$ cat src/rtl/hz_pkg.sv
package hz_pkg;

    // Operand source codes shared by the selects and the datapath muxes.
    typedef enum logic [1:0] {
        SRC_REGFILE = 2'b00,
        SRC_MEMWB   = 2'b01,
        SRC_EXMEM   = 2'b10
    } fwd_src_e;

    localparam int NUM_OPS = 2;

    // Registered forwarding decisions.
    typedef struct packed {
        fwd_src_e [NUM_OPS-1:0] op;
        logic                   st_data;
    } fwd_state_t;

endpackage

$ cat src/rtl/hz_match.sv
// One destination-against-source comparison; register 0 never matches.
module hz_match #(
    parameter int REG_W = 5
) (
    input  logic [REG_W-1:0] dst,
    input  logic             dst_wen,
    input  logic [REG_W-1:0] src,
    input  logic             src_used,
    output logic             hit
);

    logic dst_live;

    always_comb begin
        dst_live = dst_wen && (dst != '0);
        hit      = src_used && dst_live && (dst == src);
    end

endmodule

$ cat src/rtl/hz_operand_sel.sv
// Priority source pick for one operand: the younger (near) result wins.
module hz_operand_sel
    import hz_pkg::*;
#(
    parameter int REG_W = 5
) (
    input  logic [REG_W-1:0] src,
    input  logic             src_used,
    input  logic [REG_W-1:0] near_dst,
    input  logic             near_wen,
    input  logic             near_is_load,
    input  logic [REG_W-1:0] far_dst,
    input  logic             far_wen,
    output fwd_src_e         sel
);

    logic near_hit;
    logic far_hit;

    hz_match #(.REG_W(REG_W)) u_near (
        .dst      (near_dst),
        .dst_wen  (near_wen),
        .src      (src),
        .src_used (src_used),
        .hit      (near_hit)
    );

    hz_match #(.REG_W(REG_W)) u_far (
        .dst      (far_dst),
        .dst_wen  (far_wen),
        .src      (src),
        .src_used (src_used),
        .hit      (far_hit)
    );

    always_comb begin
        if (near_hit) begin
            // Load data is not ready at EX/MEM; an ALU use stalls, while a
            // store-data use is patched in the memory stage instead.
            sel = near_is_load ? SRC_REGFILE : SRC_EXMEM;
        end else if (far_hit) begin
            sel = SRC_MEMWB;
        end else begin
            sel = SRC_REGFILE;
        end
    end

endmodule

$ cat src/rtl/hz_interlock.sv
// Load-use detection: a load in execute feeding an ALU input in decode.
module hz_interlock #(
    parameter int REG_W = 5
) (
    input  logic [REG_W-1:0] id_rs1,
    input  logic [REG_W-1:0] id_rs2,
    input  logic             id_use_rs1,
    input  logic             id_use_rs2,
    input  logic             id_is_store,
    input  logic [REG_W-1:0] ex_rd,
    input  logic             ex_wen,
    input  logic             ex_is_load,
    output logic             load_use
);

    logic load_wen;
    logic rs2_alu;
    logic hit_a;
    logic hit_b;

    always_comb begin
        load_wen = ex_wen && ex_is_load;
        // For a store, source 2 is data and is handled without stalling.
        rs2_alu  = id_use_rs2 && !id_is_store;
    end

    hz_match #(.REG_W(REG_W)) u_hit_a (
        .dst      (ex_rd),
        .dst_wen  (load_wen),
        .src      (id_rs1),
        .src_used (id_use_rs1),
        .hit      (hit_a)
    );

    hz_match #(.REG_W(REG_W)) u_hit_b (
        .dst      (ex_rd),
        .dst_wen  (load_wen),
        .src      (id_rs2),
        .src_used (rs2_alu),
        .hit      (hit_b)
    );

    assign load_use = hit_a || hit_b;

endmodule

$ cat src/rtl/hz_fwd_unit.sv
module hz_fwd_unit
    import hz_pkg::*;
#(
    parameter int REG_W = 5
) (
    input  logic             clk,
    input  logic             rst_n,
    input  logic [REG_W-1:0] id_rs1,
    input  logic [REG_W-1:0] id_rs2,
    input  logic             id_use_rs1,
    input  logic             id_use_rs2,
    input  logic             id_is_store,
    input  logic [REG_W-1:0] ex_rd,
    input  logic             ex_wen,
    input  logic             ex_is_load,
    input  logic             ex_is_store,
    input  logic [REG_W-1:0] ex_rs2,
    input  logic [REG_W-1:0] mem_rd,
    input  logic             mem_wen,
    input  logic [REG_W-1:0] wb_rd,
    input  logic             wb_wen,
    output logic             stall,
    output logic             bubble,
    output logic             id_byp_a,
    output logic             id_byp_b,
    output logic [1:0]       ex_fwd_a,
    output logic [1:0]       ex_fwd_b,
    output logic             mem_st_fwd
);

    logic [REG_W-1:0] id_src [NUM_OPS];
    logic             id_use [NUM_OPS];
    fwd_src_e         op_sel [NUM_OPS];
    logic             wb_hit [NUM_OPS];
    logic             load_use;
    logic             st_hit;
    fwd_state_t       state_d;
    fwd_state_t       state_q;

    assign id_src[0] = id_rs1;
    assign id_src[1] = id_rs2;
    assign id_use[0] = id_use_rs1;
    assign id_use[1] = id_use_rs2;

    // Per-operand forwarding pick and same-cycle writeback bypass.
    for (genvar g = 0; g < NUM_OPS; g++) begin : g_op
        hz_operand_sel #(.REG_W(REG_W)) u_sel (
            .src          (id_src[g]),
            .src_used     (id_use[g]),
            .near_dst     (ex_rd),
            .near_wen     (ex_wen),
            .near_is_load (ex_is_load),
            .far_dst      (mem_rd),
            .far_wen      (mem_wen),
            .sel          (op_sel[g])
        );

        hz_match #(.REG_W(REG_W)) u_wb (
            .dst      (wb_rd),
            .dst_wen  (wb_wen),
            .src      (id_src[g]),
            .src_used (id_use[g]),
            .hit      (wb_hit[g])
        );
    end

    hz_interlock #(.REG_W(REG_W)) u_lock (
        .id_rs1      (id_rs1),
        .id_rs2      (id_rs2),
        .id_use_rs1  (id_use_rs1),
        .id_use_rs2  (id_use_rs2),
        .id_is_store (id_is_store),
        .ex_rd       (ex_rd),
        .ex_wen      (ex_wen),
        .ex_is_load  (ex_is_load),
        .load_use    (load_use)
    );

    // Store in execute: its data register against the memory stage, which
    // becomes MEM/WB on the next edge.
    hz_match #(.REG_W(REG_W)) u_st (
        .dst      (mem_rd),
        .dst_wen  (mem_wen),
        .src      (ex_rs2),
        .src_used (ex_is_store),
        .hit      (st_hit)
    );

    always_comb begin
        state_d = state_q;
        for (int i = 0; i < NUM_OPS; i++) begin
            // A bubble enters execute on a stall: no forwarding for it.
            state_d.op[i] = load_use ? SRC_REGFILE : op_sel[i];
        end
        state_d.st_data = st_hit;
    end

    always_ff @(posedge clk or negedge rst_n) begin
        if (!rst_n) begin
            state_q <= '0;
        end else begin
            state_q <= state_d;
        end
    end

    assign stall      = load_use;
    assign bubble     = load_use;
    assign id_byp_a   = wb_hit[0];
    assign id_byp_b   = wb_hit[1];
    assign ex_fwd_a   = state_q.op[0];
    assign ex_fwd_b   = state_q.op[1];
    assign mem_st_fwd = state_q.st_data;

endmodule

$ cat config.mk
export PLATFORM = sky130hd
export DESIGN_NAME = hz_fwd_unit
export DESIGN_NICKNAME = d
export VERILOG_FILES = /design/src/rtl/hz_pkg.sv /design/src/rtl/hz_match.sv /design/src/rtl/hz_operand_sel.sv /design/src/rtl/hz_interlock.sv /design/src/rtl/hz_fwd_unit.sv
export SDC_FILE = /design/constraint.sdc
export NUM_CORES = 1
export LEC_CHECK = 0
export ABC_AREA = 1
export CAP_MARGIN = 20
export CELL_PAD_IN_SITES_DETAIL_PLACEMENT = 1
export CELL_PAD_IN_SITES_GLOBAL_PLACEMENT = 1
export CORE_MARGIN = 10
export CORE_UTILIZATION = 24
export DETAILED_ROUTE_END_ITERATION = 12
export PLACE_DENSITY_LB_ADDON = 0.3
export SLEW_MARGIN = 20
export SYNTH_ARGS = -nofsm -noshare
export SYNTH_HDL_FRONTEND = slang
export SYNTH_HIERARCHICAL = 1
export SYNTH_SLANG_ARGS = --single-unit
$ cat constraint.sdc
create_clock -name clk -period 0.88 [get_ports clk]
set_clock_uncertainty 0.15 [all_clocks]
set_input_delay 0.088 -clock clk [delete_from_list [all_inputs] [get_ports clk]]
set_output_delay 0.088 -clock clk [all_outputs]
set_load 0.1 [all_outputs]
==> summary.txt, run 1 <==
Critical path
  • CP most frequent cell: buf_6
  • CP required: around 0.64 ns
  • CP max stage cell: buf_12
  • Top delay family on crit path: buffers and inverters
  • Critical Path End Type: output port
  • Startpoint Class: input port
  • Buffers plus inverters on the worst setup path: 5
  • Worst-path cell chain: buf_6, buf_6, buf_6, nor2_2, nand3_1, a21oi_1, nor2_1, inv_2, nand2_8, buf_12
  • Slowest stage delay, CP: approximately 0.17 ns
  • Worst-path fanout max: 5
  • WS Path Type: input port to output port
  • Crit path DAT: ~1.2 ns

Pwr
  • Power Density: between 600 and 700 nW/µm²
  • Combinational fraction of design power: 0.612
  • Sequential fraction of design power: 0.139
  • Final Power: between 1.5 and 2 mW
  • Pint: 1.04 mW
  • Clk pwr share: 0.248
  • Leak pwr: approximately 1.6 nW
  • Switching Share: 0.388
  • Worst vdd ir: ~0.6 mV
  • Net Sw Power: between 0.6 and 0.7 mW

Yosys
  • Netlist cell types: 8
  • Async set or reset register ratio after synthesis: 1.00
  • Register area share after synthesis: 0.0917
  • Synth top area cells: nand2_1, inv_1, nor2_1
  • Synthesized net count: 357
  • Mapped Cells: about 320
  • Flops & latches, synth: 5
  • Most frequent cell after synthesis: nand2_1
  • Top cell type's share of synthesized area: 0.352
  • Yosys warning total: 6
  • Synth area leader: nand2_1
  • Synth Cell Area: roughly 1400 µm²
  • Top post-synthesis cells by count: nand2_1, inv_1, nor2_1
  • Post-synth EDFFs: 0
  • Mean Syn Cell Area: ~4.3 µm²
  • Top_reg_cell synth: dfrtp_1

Global route
  • Antenna violations before repair: 0
  • M2 GR Usage: 0.263
  • Met3 Usage GRT: 0.0173
  • Congestion Overflow GR: 0
  • Top Usage Layer GRT: met2
  • Gr usage total: 0.134
  • GR Util met1: 0.150
  • Vias in the first global route: about 2300
  • Global-route wire length before repair: 10.0 mm
  • Largest net degree at the start of global routing: 9

Finish
  • Final Util: 0.500
  • Filler cells: 779
  • Fin area: between 2000 and 3000 µm²
  • Nets: about 460
  • Synthesis-to-finish area growth: 102%
  • Layout cell share with drive strength beyond 1: 0.441
  • Non-Filler Instances: between 400 and 500
  • Antenna Cells: 0

Clock network
  • Clock Tree Buf Depth: 2
  • Clk root buf: clkbuf_8
  • CTS buffer count: 3
  • CTS tree: yes
  • Reg clk slew, reported paths: around 0.040 ns
  • Number of clock sinks: 5
  • CTS H-tree depth: 1

Routing
  • Drt initial violations: between 40 and 50
  • Drt first pass iters: 4
  • Post-DR vias/cell: 4.25
  • Routed WL: approximately 6 mm
  • DR DRC count: 0
  • Post-DRT Antenna Nets: 0
  • Routed len/inst: approximately 12 µm
  • Vias: 2077

Floorplanning
  • Die width: 95.4 µm
  • Chip height: 95.4 µm
  • Die area: 9100 µm²
  • Row cnt: 27
  • Core area: between 5000 and 6000 µm²
  • Initial core utilization: 0.248
  • Num ports: 49

Placed design
  • Pre-CTS worst setup slack: -0.961 ns
  • Dpl cells: 472
  • Post-DP HPWL: 4.77 mm
  • GPL Wtd Cong: 0.832
  • PortBufs: 48
  • Dpl cell area: ~2400 µm²

Run
  • Max Cap Violations: 0

Run status
  • Status: complete, but fails checks
  • Failing checks: negative hold slack, negative setup slack

STA
  • Final Hold Vio Count: 5
  • Min Clock Period, post-route: between 1 and 1.5 ns
  • Fmax: around 0.72 GHz
  • Setup WS post-layout: -0.508 ns
  • Fin crit share: 1.58
  • Setup_tns: -4.43 ns
  • Worst-margin pin slew: ~0.21 ns
  • Hold Worst Slack: -0.0671 ns
  • Slew Viols, Final: 0
  • RSZ-0062 raised after global routing: yes
  • Max-Slew Margin vs Limit: 0.858
  • Finish-stage setup viols: 13

Worst hold path
  • Worst min path class: input port to async pin
metal layers:
| layer | vias up | routed length [µm] | share of wire |
|---|---|---|---|
| met4 | 0 | 62 | 0.010 |
| li1 | 1080 | - | - |
| met5 | - | 0 | 0 |
| met1 | 959 | 2480 | 0.41 |
| met2 | 32 | 3310 | 0.54 |
| met3 | 6 | 230 | 0.038 |
how the worst max path moves through the flow:
stage / start / endpoint / slack [ns] / depth (start not counted)
after CTS: ex_rd[1] / stall / -0.51 / 10
after detailed placement: ex_rd[3] / stall / -0.96 / 10
final: ex_rd[0] / stall / -0.51 / 10
after floorplan: ex_rd[2] / stall / -0.29 / 9
after global placement: ex_rd[3] / stall / -0.93 / 10
after global routing: ex_rd[0] / stall / -0.55 / 10
cell usage in the layout, fill, tap and decap left out:
cell type          n
nand2_4            2
nand3_1           14
clkdlybuf4s50_1    1
clkdlybuf4s15_1    1
inv_2             16
buf_4             39
buf_6             18
clkdlybuf4s15_2    1
inv_4              1
nand3_2            4
nand2_1          102
buf_12            11
inv_1             83
a21oi_2            6
inv_8              2
clkbuf_8           3
nand2_8            1
dfrtp_4            5
buf_2              8
clkbuf_1           1
a21oi_1            3
buf_8              8
nor2_1            21
dlygate4sd2_1      7
nor2_2            21
nor2_4            12
clkbuf_2           3
nand2_2           23
kinds of logic after synthesis:
group	Yosys count	synth area share
and+or+nand+nor	200	0.589
AOI/OAI and AO/OA	9	0.0330
buffers and inverters	103	0.286
DFF	5	0.0917
power by group through the flow:
stage | registers, mW | logic [mW] | clock network [mW]
floorplan | 0.257 | 0.347 | 0
finish | 0.237 | 1.04 | 0.423
CTS | 0.237 | 0.973 | 0.437
detailed placement | 0.241 | 0.891 | 0
global placement | 0.240 | 0.867 | 0
global route | 0.237 | 1.16 | 0.443
sequential cells by signal, indices dropped and copies added (netlist names):
signal	cells
ex_fwd_b	2
mem_st_fwd	1
ex_fwd_a	2
layout make-up:
| type | instances | area, µm² | share of cell area |
|---|---|---|---|
| timing repair buffer | 97 | 983 | 0.357 |
| sequential | 5 | 144 | 0.0522 |
| inverter | 102 | 400 | 0.145 |
| tap | 72 | 90.1 | 0.0327 |
| multi-input combinational | 209 | 1090 | 0.396 |
| clock buffer | 4 | 45.0 | 0.0163 |
timing repair:
item,CTS,global route
buffers inserted,11,3
cloned,1,0
pin swaps,41,41
gates resized for setup,189,72
setup endpoints to repair,14,14
endpoints found under the hold margin,5,5
Power figures use the tool's default switching activity.
==> run 2, diff against run 1 <==
--- a/config.mk
+++ b/config.mk
@@ -6,12 +6,14 @@
 export NUM_CORES = 1
 export LEC_CHECK = 0
 export ABC_AREA = 1
+export ABC_CLOCK_PERIOD_IN_PS = 880
 export CAP_MARGIN = 20
 export CELL_PAD_IN_SITES_DETAIL_PLACEMENT = 1
 export CELL_PAD_IN_SITES_GLOBAL_PLACEMENT = 1
 export CORE_MARGIN = 10
 export CORE_UTILIZATION = 24
 export DETAILED_ROUTE_END_ITERATION = 12
+export GPL_ROUTABILITY_DRIVEN = 0
 export PLACE_DENSITY_LB_ADDON = 0.3
 export SLEW_MARGIN = 20
 export SYNTH_ARGS = -nofsm -noshare
==> results of run 2 <==
The final DEF is identical to that of run 1; final timing and power are the same.
==> run 3, diff against run 2 <==
--- a/config.mk
+++ b/config.mk
@@ -12,6 +12,7 @@
 export CELL_PAD_IN_SITES_GLOBAL_PLACEMENT = 1
 export CORE_MARGIN = 10
 export CORE_UTILIZATION = 24
+export CTS_CLUSTER_DIAMETER = 200
 export DETAILED_ROUTE_END_ITERATION = 12
 export GPL_ROUTABILITY_DRIVEN = 0
 export PLACE_DENSITY_LB_ADDON = 0.3
==> results of run 3 <==
The final DEF is identical to that of run 1; final timing and power are the same.
